<file path="src/rtl/dst_pkg.sv">
package dst_pkg;
  localparam int DST_BCD_W  = 8;
  localparam int DST_WDAY_W = 3;
  localparam int DST_NRULES = 2;

  typedef enum logic [0:0] {
    RULE_FWD = 1'b0,
    RULE_REV = 1'b1
  } dst_rule_e;
endpackage

</file>
<file path="src/rtl/dst_rule_match.sv">
module dst_rule_match #(
  parameter int BCD_W  = 8,
  parameter int WDAY_W = 3
) (
  input  logic              en,
  input  logic [BCD_W-1:0]  now_month,
  input  logic [BCD_W-1:0]  now_date,
  input  logic [WDAY_W-1:0] now_wday,
  input  logic [BCD_W-1:0]  now_hour,
  input  logic              now_mil,
  input  logic [BCD_W-1:0]  now_min,
  input  logic [BCD_W-1:0]  now_sec,
  input  logic [BCD_W-1:0]  r_month,
  input  logic [BCD_W-1:0]  r_date,
  input  logic [WDAY_W-1:0] r_wday,
  input  logic              r_by_wday,
  input  logic [BCD_W-1:0]  r_hour,
  input  logic              r_mil,
  output logic              hit
);
  logic day_ok;
  logic top_of_hour;
  logic fmt_ok;

  always_comb begin
    day_ok      = r_by_wday ? (now_wday == r_wday) : (now_date == r_date);
    top_of_hour = (now_min == '0) && (now_sec == '0);
    fmt_ok      = (now_mil == r_mil);
    hit         = en && fmt_ok && top_of_hour && day_ok &&
                  (now_month == r_month) && (now_hour == r_hour);
  end
endmodule

</file>
<file path="src/rtl/dst_fire.sv">
module dst_fire #(
  parameter int BCD_W    = 8,
  parameter bit ONE_SHOT = 1'b0
) (
  input  logic             clk,
  input  logic             rst,
  input  logic             hit,
  input  logic [BCD_W-1:0] now_date,
  output logic             pulse
);
  logic hit_q;
  logic rise;
  logic blocked;

  assign rise = hit && !hit_q;

  generate
    if (ONE_SHOT) begin : g_guard
      logic             done_q;
      logic [BCD_W-1:0] date_q;
      logic             new_day;

      assign new_day = (now_date != date_q);
      assign blocked = done_q && !new_day;

      always_ff @(posedge clk) begin
        if (rst) begin
          done_q <= 1'b0;
          date_q <= '0;
        end else begin
          date_q <= now_date;
          if (rise && !blocked) done_q <= 1'b1;
          else if (new_day)     done_q <= 1'b0;
        end
      end
    end else begin : g_free
      assign blocked = 1'b0;
    end
  endgenerate

  always_ff @(posedge clk) begin
    if (rst) begin
      hit_q <= 1'b0;
      pulse <= 1'b0;
    end else begin
      hit_q <= hit;
      pulse <= rise && !blocked;
    end
  end
endmodule

</file>
<file path="src/rtl/dst_shift.sv">
module dst_shift
  import dst_pkg::*;
#(
  parameter int BCD_W  = DST_BCD_W,
  parameter int WDAY_W = DST_WDAY_W
) (
  input  logic              clk,
  input  logic              rst,
  input  logic              dst_en,
  input  logic [BCD_W-1:0]  now_month,
  input  logic [BCD_W-1:0]  now_date,
  input  logic [WDAY_W-1:0] now_wday,
  input  logic [BCD_W-1:0]  now_hour,
  input  logic              now_mil,
  input  logic [BCD_W-1:0]  now_min,
  input  logic [BCD_W-1:0]  now_sec,
  input  logic [BCD_W-1:0]  fwd_month,
  input  logic [BCD_W-1:0]  fwd_date,
  input  logic [WDAY_W-1:0] fwd_wday,
  input  logic              fwd_by_wday,
  input  logic [BCD_W-1:0]  fwd_hour,
  input  logic              fwd_mil,
  input  logic [BCD_W-1:0]  rev_month,
  input  logic [BCD_W-1:0]  rev_date,
  input  logic [WDAY_W-1:0] rev_wday,
  input  logic              rev_by_wday,
  input  logic [BCD_W-1:0]  rev_hour,
  input  logic              rev_mil,
  output logic              hour_adv,
  output logic              hour_ret
);
  localparam int NR = DST_NRULES;

  logic [BCD_W-1:0]  rl_month [NR];
  logic [BCD_W-1:0]  rl_date  [NR];
  logic [WDAY_W-1:0] rl_wday  [NR];
  logic              rl_bywd  [NR];
  logic [BCD_W-1:0]  rl_hour  [NR];
  logic              rl_mil   [NR];
  logic [NR-1:0]     rl_hit;
  logic [NR-1:0]     rl_pulse;

  always_comb begin
    rl_month[RULE_FWD] = fwd_month;   rl_month[RULE_REV] = rev_month;
    rl_date[RULE_FWD]  = fwd_date;    rl_date[RULE_REV]  = rev_date;
    rl_wday[RULE_FWD]  = fwd_wday;    rl_wday[RULE_REV]  = rev_wday;
    rl_bywd[RULE_FWD]  = fwd_by_wday; rl_bywd[RULE_REV]  = rev_by_wday;
    rl_hour[RULE_FWD]  = fwd_hour;    rl_hour[RULE_REV]  = rev_hour;
    rl_mil[RULE_FWD]   = fwd_mil;     rl_mil[RULE_REV]   = rev_mil;
  end

  generate
    for (genvar g = 0; g < NR; g++) begin : g_rule
      dst_rule_match #(.BCD_W(BCD_W), .WDAY_W(WDAY_W)) u_match (
        .en        (dst_en),
        .now_month (now_month),
        .now_date  (now_date),
        .now_wday  (now_wday),
        .now_hour  (now_hour),
        .now_mil   (now_mil),
        .now_min   (now_min),
        .now_sec   (now_sec),
        .r_month   (rl_month[g]),
        .r_date    (rl_date[g]),
        .r_wday    (rl_wday[g]),
        .r_by_wday (rl_bywd[g]),
        .r_hour    (rl_hour[g]),
        .r_mil     (rl_mil[g]),
        .hit       (rl_hit[g])
      );

      dst_fire #(.BCD_W(BCD_W), .ONE_SHOT(g == int'(RULE_REV))) u_fire (
        .clk      (clk),
        .rst      (rst),
        .hit      (rl_hit[g]),
        .now_date (now_date),
        .pulse    (rl_pulse[g])
      );
    end
  endgenerate

  assign hour_adv = rl_pulse[RULE_FWD];
  assign hour_ret = rl_pulse[RULE_REV];
endmodule

</file>
<file path="config.mk">
export PLATFORM = sky130hd
export DESIGN_NAME = dst_shift
export DESIGN_NICKNAME = d
export VERILOG_FILES = /design/src/rtl/dst_pkg.sv /design/src/rtl/dst_rule_match.sv /design/src/rtl/dst_fire.sv /design/src/rtl/dst_shift.sv
export SDC_FILE = /design/constraint.sdc
export NUM_CORES = 1
export LEC_CHECK = 0
export ABC_AREA = 1
export BUFFER_PORTS_ARGS = -buffer_cell sky130_fd_sc_hd__buf_4
export CAP_MARGIN = 10
export CORE_MARGIN = 2
export CORE_UTILIZATION = 45
export CTS_BUF_LIST = sky130_fd_sc_hd__clkbuf_16
export DETAILED_ROUTE_END_ITERATION = 16
export GPL_TIMING_DRIVEN = 1
export PLACE_DENSITY = 0.83
export SETUP_SLACK_MARGIN = 0.5
export SKIP_CTS_REPAIR_TIMING = 1
export SLEW_MARGIN = 0
export SYNTH_ARGS = -nofsm -noshare
export SYNTH_HDL_FRONTEND = slang
export SYNTH_HIERARCHICAL = 1
export SYNTH_SLANG_ARGS = --single-unit
</file>
<file path="constraint.sdc">
create_clock -name clk -period 2.9 [get_ports clk]
set_input_delay 0.58 -clock clk [delete_from_list [all_inputs] [get_ports clk]]
set_output_delay 0.58 -clock clk [all_outputs]
set_load 0.1 [all_outputs]
</file>
### Word-level counts from Yosys, hierarchy flattened

Cells that the tools add are included.
Widths: inputs -> output; s select.

| storage, ports and cells | value |
|---|---|
| flip-flop bits (word level) | 13 |
| output and inout port bits | 2 |

| cells by class | value |
|---|---|
| multiplexer cells | 4 |
| equality and inequality tests | 11 |
| reduce and logical (&&, ||, !) cells | 22 |

Operators with widths:

| operator | number |
|---|---|
| $eq 8x8->1 | 6 |
| $logic_not 8->1 | 2 |
| $logic_and 1x1->1 | 15 |
| $ne 8x8->1 | 1 |
| $eq 3x3->1 | 2 |
| $logic_not 1->1 | 4 |
| $mux 1 | 4 |
| $eq 1x1->1 | 2 |
| $reduce_bool 2->1 | 1 |

### Depth between registers and ports, before layout

Gate-level depths: netlist of run 1.

| depth | value |
|---|---|
| depth after elaboration | 9 |
| mapped depth | 14 |
| depth with buffers taken out | 14 |

### Hierarchy

The synthesis of run 1 kept the hierarchy.

Modules (own cells, without submodules):

| module | times used | area each (µm²) | sequential area each (µm²) | cells each |
|---|---|---|---|---|
| dst_rule_match | 2 | 616.8 | 0.0 | 144 |
| dst_fire (g_rule[1].u_fire) | 1 | 447.9 | 220.2 | 65 |
| dst_fire (g_rule[0].u_fire) | 1 | 60.1 | 40.0 | 6 |

### Worst setup path before layout of run 1

No wires, ideal clock.

| timing | value |
|---|---|
| kind | input -> register |
| start | in now_sec[1] |
| end | reg g_rule[1].u_fire.pulse |
| path slack | 1.409 ns |
| stages on the path | 12 |
| data required time | 2.830 ns |
| arrival | 1.421 ns |
| cell sequence | nor2_1 -> and2_1 -> nand2_1 -> nor2_1 -> nand2_1 -> nor2_1 -> nand2_1 -> nor2_2 -> inv_1 -> nor2_1 -> nand2_1 -> a21oi_1 |

| between the ends | value |
|---|---|
| longest elaborated chain between the ends | 8 |

RTL lines:

| element | line | RTL |
|---|---|---|
| start, declared | dst_shift.sv:16 | `input logic [BCD_W-1:0] now_sec,` |
| $logic_not 8->1 | dst_rule_match.sv:27 | `top_of_hour = (now_min == '0) && (now_sec == '0);` |
| $logic_and 1x1->1 | dst_rule_match.sv:27 |  |
| $logic_and 1x1->1 (3 in series) | dst_rule_match.sv:29 | `hit = en && fmt_ok && top_of_hour && day_ok &&` |
| $logic_and 1x1->1 | dst_rule_match.sv:30 | `(now_month == r_month) && (now_hour == r_hour);` |
| named net rl_hit[1] | dst_shift.sv:40 | `logic [NR-1:0] rl_hit;` |
| $logic_and 1x1->1 | dst_fire.sv:15 | `assign rise = hit && !hit_q;` |
| $logic_and 1x1->1 | dst_fire.sv:47 | `pulse <= rise && !blocked;` |
| end signal, assigned | dst_fire.sv:47 |  |
| end, declared | dst_fire.sv:9 | `output logic pulse` |

The timed path passes the listed nets, and every way through them passes these cells.
A chain may end at the register's enable or synchronous reset.

### Worst setup path in the final report of run 1

| timing | value |
|---|---|
| start | in now_sec[7] |
| end | reg g_rule[1].u_fire.pulse |

The elaborated chain is that of the path after synthesis.

==> metrics.txt, run 1 <==
Placer Congestion=0.8254; Synth area leader=nand2_1; worst-skew pair later-pin latency=between 0.2 and 0.25 ns; Final Cell Area=~2700 um^2; reg2reg setup slack=1.92 ns; final hold viol count=0; Nets=574; Die X=66.21 um; worst reg2reg endpoint=g_rule[1].u_fire/g_guard.done_q; DR pass1 iterations=4; Place WS=1.093 ns; clock buffer depth=2; TritonCTS clock tree=yes; Worst Setup EP=g_rule[1].u_fire/pulse; area share of fa/ha/maj cells after synthesis=0%; Worst EP required=a little over 3 ns; # H-tree levels=1; PnR Total Power=between 0.7 and 0.8 mW; largest family of logic cells by synthesized area=simple AND/OR/NAND/NOR gates; Synth Cell Area=1742 um^2; launching point of the worst reg2reg path=g_rule[1].u_fire/g_guard.date_q[2]; most frequent cells in the layout=132 x nand2_1, 106 x buf_4, 103 x inv_1, 55 x nor2_1, 13 x dfxtp_1; 1st-iter DRT viols=between 90 and 100; Root Driver=clkbuf_16; Detailed Route WL=4545 um; Reg clk slew, reported paths=0.04 ns; worst reg2reg path depth=8; Post-Synthesis Cells=between 300 and 400; Fin Hold WS=0.3915 ns; Antenna Nets Post-Route=0; final setup fails=0; setup ws final=1.350 ns; vias per cell=4.172; via count=approximately 2200; std cell rows=22; crit start category=primary input; Yosys cell types=20; mux cell area share after synthesis=0%; Mapped Nets=between 400 and 500; total gr overflow=0; # clock sinks=13; status=complete, no violations; Final Skew=0.0005534 ns; Fin Setup TNS=0 ns; vias in the first global route=around 2000; Area Overhead vs Synth=53.02%; Compound-Gate Fraction of Synth Area=5.029%; post-synthesis sequential area ratio=14.94%; min Tclk post-route=1.550 ns; crit path kind=in -> reg; layout cell share with drive strength beyond 1=24.79%; Hold Crit Class=reg -> reg; CTS Buf Count=3; syn_area_per_cell=a little under 5 um^2; # port buffers=106; Die Y=~66 um; die area=4384 um^2; dpl cell area=2586 um^2; relative slew slack=80.78%; largest net degree at the start of global routing=12; max-cap check violation count=0; DRC errors left=0; P_leak=between 1.5 and 2 nW; Power Density=roughly 270 nW/um^2; Starting Density=47.22%; IR drop worst, VDD=between 0.3 and 0.4 mV; Yosys warning count=6; Worst Path Max Fanout=2; XOR/XNOR Fraction of Synth Area=9.555%; first-pass GRT wire length=~7600 um; pin slew with the least headroom to its limit=slightly below 0.3 ns; Max Clock Freq=645.1 MHz; CP Launch Point=now_sec[7]; Tot GR Track Use=between 20% and 30%; Antenna Cells=0; core area=3689 um^2; Final period util=53.46%; Seq cells post-synth=13; Synth area leaders=nand2_1 28%, inv_1 22%, dfxtp_1 15%; CP Capture Type=flip-flop; Simple-Gate Fraction of Synth Area=47.41%; Final Max Slew Viols=0; DP Wirelength=3919 um; most common cell after layout, fill and taps aside=nand2_1; RSZ-0062 raised after global routing=false; wire length per cell=8.808 um; CP arrival=1.72 ns; Ports=107; top cell type's share of synthesized area=28.45%; antenna violations before repair=0
sequential cells by signal, indices dropped and copies added (netlist names):
| signal | count |
|---|---|
| g_rule.u_fire/g_guard.date_q | 8 |
| g_rule.u_fire/g_guard.done_q | 1 |
| g_rule.u_fire/hit_q | 2 |
| g_rule.u_fire/pulse | 2 |
cells by family (layout without fill, tap and decap cells):
family | after synthesis | in the layout
xor gates and xnor gates | 19 | 19
AOI/OAI and AO/OA | 16 | 16
buffers and inverters | 105 | 214
and+or+nand+nor | 206 | 206
DFF | 13 | 13
through the flow:
| stage | cells | util, % |
|---|---|---|
| CTS | 516 | 72.25 |
| detailed placement | 512 | 70.12 |
| global route | 516 | 72.25 |
| global placement | 512 | 70.12 |
| finish | 516 | 72.25 |
| floorplan | 359 | - |
final cells by class:
| type | instances | area, um^2 |
|---|---|---|
| Clock buffer | 3 | 75.07 |
| Clock inverter | 1 | 3.754 |
| Fill cell | 346 | 1023 |
| Inverter | 104 | 390.4 |
| Multi-Input combinational cell | 241 | 1080 |
| Sequential cell | 13 | 260.3 |
| Tap cell | 48 | 60.06 |
| Timing Repair Buffer | 106 | 795.8 |
synth_stat cells:
| master | instances |
|---|---|
| nand4_1 | 2 |
| nor3_1 | 1 |
| nand2_2 | 1 |
| nand3_1 | 5 |
| nor3b_2 | 2 |
| dfxtp_1 | 13 |
| o21ai_0 | 9 |
| clkinv_1 | 2 |
| inv_1 | 102 |
| nor2_1 | 55 |
| xor2_1 | 9 |
| buf_6 | 1 |
| nand2_1 | 132 |
| o211ai_1 | 1 |
| xnor2_1 | 10 |
| o21ai_1 | 1 |
| nor2_2 | 4 |
| a21oi_1 | 3 |
| and2_1 | 4 |
| a21boi_0 | 2 |
how the worst min path moves through the flow:
stage | start | endpoint | cells past startpoint | slack [ns]
floorplan | g_rule[0].u_fire/hit_q | g_rule[0].u_fire/pulse | 1 | 0.38
global placement | g_rule[0].u_fire/hit_q | g_rule[0].u_fire/pulse | 1 | 0.39
detailed placement | g_rule[0].u_fire/hit_q | g_rule[0].u_fire/pulse | 1 | 0.39
CTS | g_rule[0].u_fire/hit_q | g_rule[0].u_fire/pulse | 1 | 0.39
global route | g_rule[0].u_fire/hit_q | g_rule[0].u_fire/pulse | 1 | 0.41
finish | g_rule[0].u_fire/hit_q | g_rule[0].u_fire/pulse | 1 | 0.39
report_power, final:
part	total [mW]	internal, mW	leakage [nW]	switching, mW
Clock	0.251	0.181	0.0423	0.0696
Combinational	0.267	0.150	1.57	0.117
Sequential	0.188	0.185	0.107	0.00274
Total	0.706	0.517	1.72	0.190
layer usage:
layer  part of all wire [%]  wire, um  track usage [%]  vias to the layer above
met5                      0         0                0                        -
met4                   0.77        35            4.592                        0
met3                    7.2       327            3.237                        4
met2                     49      2212            40.50                       70
met1                     43      1970            25.61                      856
li1                       -         -                -                     1223
worst max-delay path, cell delays in order:
cell and delay (ns):
buf_4 0.12, nor3b_2 0.16, nand2_1 0.07, nor2_1 0.10
nand2_1 0.06, nor2_1 0.14, nand2_1 0.08, nor2_2 0.07
inv_1 0.04, nor2_1 0.10, nand2_1 0.09, a21oi_1 0.11
No activity file was read; power rests on OpenSTA's default activity.
==> run 2: changes to the inputs <==
CORE_UTILIZATION = 44   (was 45)
PLACE_DENSITY = 0.82   (was 0.83)
clock period = 1.55 ns   (was 2.9 ns; I/O delays follow)
==> run 2 against run 1 <==
Net effect:
- clock-buffer cell count unchanged
- setup slack worse by 1.1 ns
- global-route usage down 0.89 points
- combinational power up 110%
- clock power up 88%
- cell count unchanged
- sequential share of layout area down 0.59 points
- sequential cell count unchanged
- largest power group unchanged
- via count up 3.1%
- non-clock buffer count unchanged
==> metrics.txt, run 2 (synthesis gave the netlist of run 1 again) <==
status=complete, no violations; most frequent cells in the layout=122 x nand2_1, 87 x inv_1, 81 x buf_4, 44 x nor2_1, 23 x buf_6; P_leak=1.747 nW; crit path kind=in -> reg; CP Capture Type=flip-flop; wire length per cell=9.957 um; layout cell share with drive strength beyond 1=33.55%; Final Cell Area=between 2000 and 3000 um^2; Fin Setup TNS=0 ns; reg2reg setup slack=0.49 ns; Final Max Slew Viols=0; via count=2219; most common cell after layout, fill and taps aside=nand2_1; Placer Congestion=0.8408; IR drop worst, VDD=0.6003 mV; CTS Buf Count=3; core area=approximately 3700 um^2; Reg clk slew, reported paths=0.04 ns; Worst Path Max Fanout=2; first-pass GRT wire length=7334 um; Final period util=a little over 80%; final hold viol count=0; crit start category=primary input; relative slew slack=81.63%; dpl cell area=2587 um^2; RSZ-0062 raised after global routing=true; vias in the first global route=approximately 1900; max FFs per register=8; die area=4478 um^2; # H-tree levels=1; antenna violations before repair=0; Antenna Nets Post-Route=0; Tot GR Track Use=about 21%; 1st-iter DRT viols=63; Power Density=about 480 nW/um^2; Ports=107; Max Clock Freq=781.9 MHz; total gr overflow=0; DP Wirelength=3981 um; Top reg by flops=g_rule.u_fire/g_guard.date_q; max-cap check violation count=0; CP arrival=1.45 ns; DR pass1 iterations=4; final setup fails=0; vias per cell=4.300; # port buffers=106; TritonCTS clock tree=yes; Area Overhead vs Synth=63.72%; worst-skew pair later-pin latency=0.24 ns; largest registers=g_rule.u_fire/g_guard.date_q: 8 flops, g_rule.u_fire/hit_q: 2 flops, g_rule.u_fire/pulse: 2 flops; Worst EP required=1.72 ns; Root Driver=clkbuf_16; Hold Crit Class=in -> reg; Detailed Route WL=5138 um; std cell rows=22; Fin Hold WS=0.3248 ns; pin slew with the least headroom to its limit=~0.27 ns; largest net degree at the start of global routing=12; Starting Density=46.52%; Antenna Cells=0; Die X=66.92 um; DRC errors left=0; Die Y=66.92 um; min Tclk post-route=1.279 ns; Nets=approximately 570; # clock sinks=13; Final Skew=0.002004 ns; clock buffer depth=2
run 2: cell counts in the layout (fill, tap and decap cells not counted):
No cell type changed its count.
run 2: worst paths after layout:
check | from | end | cells after the start
max | now_min[7] | g_rule[1].u_fire/pulse | 13
min | now_date[1] | g_rule[1].u_fire/g_guard.date_q[1] | 3
max reg2reg | g_rule[1].u_fire/g_guard.date_q[7] | g_rule[1].u_fire/g_guard.done_q | 8
min reg2reg | g_rule[0].u_fire/hit_q | g_rule[0].u_fire/pulse | 1
run 2: final cells by class:
cell class | count | area, um^2
timing repair buffer | 106 | 907.1
tap | 48 | 60.06
sequential | 13 | 261.5
clock buffer | 3 | 75.07
fill | 316 | 892.1
clock inverter | 1 | 3.754
inverter | 104 | 392.9
multi-input combinational | 241 | 1151
run 2: through the flow:
step | instances | utilization, % | power, mW | setup WS (ns)
6_report | 516 | 76.17 | 1.378 | 0.2711
3_3_place_gp | 512 | 69.12 | 0.8459 | 0.05249
2_1_floorplan | 359 | - | 0.5785 | 0.3293
5_1_grt | 516 | 76.17 | 1.463 | 0.1752
4_1_cts | 516 | 71.22 | 1.331 | 0.2133
3_5_place_dp | 512 | 69.12 | 0.8571 | 0.005170
run 2: where the power goes:
group	switching (mW)	internal, mW	total [mW]
clock	0.132	0.339	0.472
combinational	0.244	0.311	0.555
sequential	0.00535	0.347	0.352
run 2: routing by layer:
layer | global-route usage (%) | wire length [um]
met1 | 22.62 | 2066
met2 | 39.38 | 2649
met3 | 4.392 | 374
met4 | 6.378 | 48
met5 | 0 | 0
run 2: critical path, stage by stage:
cell and delay, ns:
buf_4 0.12, nor2_1 0.10, and2_1 0.14, nand2_1 0.06, nor2_1 0.08, nand2_1 0.06, nor2_2 0.09, nand2_1 0.07
nor2_2 0.07, inv_1 0.05, nor2_2 0.09, nand2_1 0.09, a21oi_1 0.13
==> run 3: changes to the inputs <==
CORE_UTILIZATION = 40   (was 44)
PLACE_DENSITY = 0.78   (was 0.82)
clock period = 1.1 ns   (was 1.55 ns; I/O delays follow)
==> run 3 against run 2 <==
Net effect:
- the flow now finishes with violations (setup timing)
- sequential share of layout area down 0.28 points
- sequential cell count unchanged
- final area up 4.1%
- critical path type unchanged
- routed wire length down 3.1%
- hold slack worse by 0.075 ns
- total power up 42%
- first-iteration DRC count down 21%
- die area up 9.4%
==> metrics.txt, run 3 (synthesis gave the netlist of run 1 again) <==
DR pass1 iterations=4; clock buffer depth=2; # port buffers=106; Tot GR Track Use=roughly a fifth; reg2reg setup slack=~0.10 ns; setup ws final=-0.09445 ns; CP Capture Type=flip-flop; Top reg by flops=g_rule.u_fire/g_guard.date_q; hold_sp=rst; min Tclk post-route=1.194 ns; RSZ-0062 raised after global routing=true; worst reg2reg path depth=8; largest registers=g_rule.u_fire/g_guard.date_q: 8 flops, g_rule.u_fire/hit_q: 2 flops, g_rule.u_fire/pulse: 2 flops; final setup fails=3; IR drop worst, VDD=1.001 mV; crit path kind=in -> reg; layout cell share with drive strength beyond 1=33.75%; Worst Hold Path EP=g_rule[1].u_fire/g_guard.date_q[6]; CTS Buf Count=3; DRC errors left=0; Max Clock Freq=between 800 and 900 MHz; most common cell after layout, fill and taps aside=nand2_1; Die X=around 70 um; PnR Total Power=1.957 mW; Final period util=108.6%; first-pass GRT wire length=7962 um; Die Y=69.99 um; Worst EP required=1.28 ns; std cell rows=23; crit start category=primary input; Power Density=approximately 660 nW/um^2; largest net degree at the start of global routing=12; core area=4086 um^2; Ports=107; Final Skew=roughly 0.00044 ns; Area Overhead vs Synth=70.47%; violated checks=setup timing; Detailed Route WL=4977 um; final hold viol count=0; launching point of the worst reg2reg path=g_rule[1].u_fire/g_guard.date_q[7]; most frequent cells in the layout=126 x nand2_1, 104 x buf_4, 98 x inv_1, 42 x nor2_1; via count=2271; Starting Density=42.62%; Hold Crit Class=in -> reg; Placer Congestion=between 0.8 and 0.9; worst-skew pair later-pin latency=0.24 ns; status=complete, but fails checks; wire length per cell=9.338 um; antenna violations before repair=0; vias per cell=4.261; relative slew slack=80.09%; P_leak=1.833 nW; Antenna Cells=0; max FFs per register=8; max-cap check violation count=0; Worst Path Max Fanout=2; 1st-iter DRT viols=50; Final Max Slew Viols=0; CP arrival=1.37 ns; Root Driver=clkbuf_16; Nets=589; DP Wirelength=4174 um; total gr overflow=0; Fin Setup TNS=-0.1969 ns; worst hold path stage count=2; # clock sinks=13; pin slew with the least headroom to its limit=0.2963 ns; Reg clk slew, reported paths=0.04 ns; die area=4898 um^2; vias in the first global route=2114; Antenna Nets Post-Route=0; TritonCTS clock tree=yes; # H-tree levels=1; worst reg2reg endpoint=g_rule[1].u_fire/g_guard.done_q
-- run 3: changes by cell type in the layout (fill, tap and decap cells not counted), sizes merged --
cell    delta
clkinv     -1
buf       +15
inv        +1
-- run 3: final cells by class --
type                    count  area [um^2]
clock buffers               3        75.07
clock inverters             1        3.754
fillers                   376         1117
inverters                 104        392.9
multi-input cells         241         1174
flip-flops and latches     13        264.0
well taps                  50        62.56
repair buffers            121        997.2
-- run 3: how the worst max path moves through the flow --
| stage | from | endpoint | slack [ns] | cells after the start |
|---|---|---|---|---|
| global route | rev_hour[2] | g_rule[1].u_fire/pulse | -0.19 | 15 |
| CTS | now_sec[3] | g_rule[1].u_fire/pulse | -0.1 | 13 |
| finish | now_sec[2] | g_rule[1].u_fire/pulse | -0.09 | 13 |
| detailed placement | now_sec[3] | g_rule[1].u_fire/pulse | -0.33 | 13 |
| global placement | now_sec[3] | g_rule[1].u_fire/pulse | -0.29 | 13 |
| floorplan | now_sec[1] | g_rule[1].u_fire/pulse | -0.03 | 12 |
-- run 3: power by group --
| group | internal, mW | total, mW | leakage, nW | switching [mW] |
|---|---|---|---|---|
| clock network | 0.477 | 0.657 | 0.0423 | 0.180 |
| registers | 0.486 | 0.493 | 0.108 | 0.00652 |
| logic | 0.463 | 0.807 | 1.68 | 0.344 |
| total | 1.43 | 1.96 | 1.83 | 0.530 |
-- run 3: metal layers --
metal  part of all wire [%]  vias to the layer above  global-route usage, %
met2                     51                       69                  36.51
met3                    6.0                       10                  3.896
met5                      0                        -                      0
met4                    1.6                        0                  5.556
li1                       -                     1251                      -
met1                     41                      941                  21.26
-- run 3: worst max-delay path: stages --
cell	delay [ns]
buf_8	0.10
nor2_4	0.09
and2_4	0.14
nand2_2	0.05
nor2_2	0.10
nand2_1	0.07
nor2_2	0.10
nand2_1	0.07
nor2_2	0.09
inv_1	0.05
nor2_2	0.13
nand2_2	0.07
a21oi_2	0.09
-- run 3: through the flow --
stage	area, um^2	hold slack [ns]	instances	utilization [%]	setup slack, ns
2_1_floorplan	1745	0.3270	359	-	-0.03074
3_3_place_gp	2698	0.3814	528	66.01	-0.2913
3_5_place_dp	2698	0.3794	528	66.01	-0.3334
4_1_cts	2776	0.2487	532	67.94	-0.09776
5_1_grt	2969	0.2548	533	72.66	-0.1902
6_report	2969	0.2499	533	72.66	-0.09445
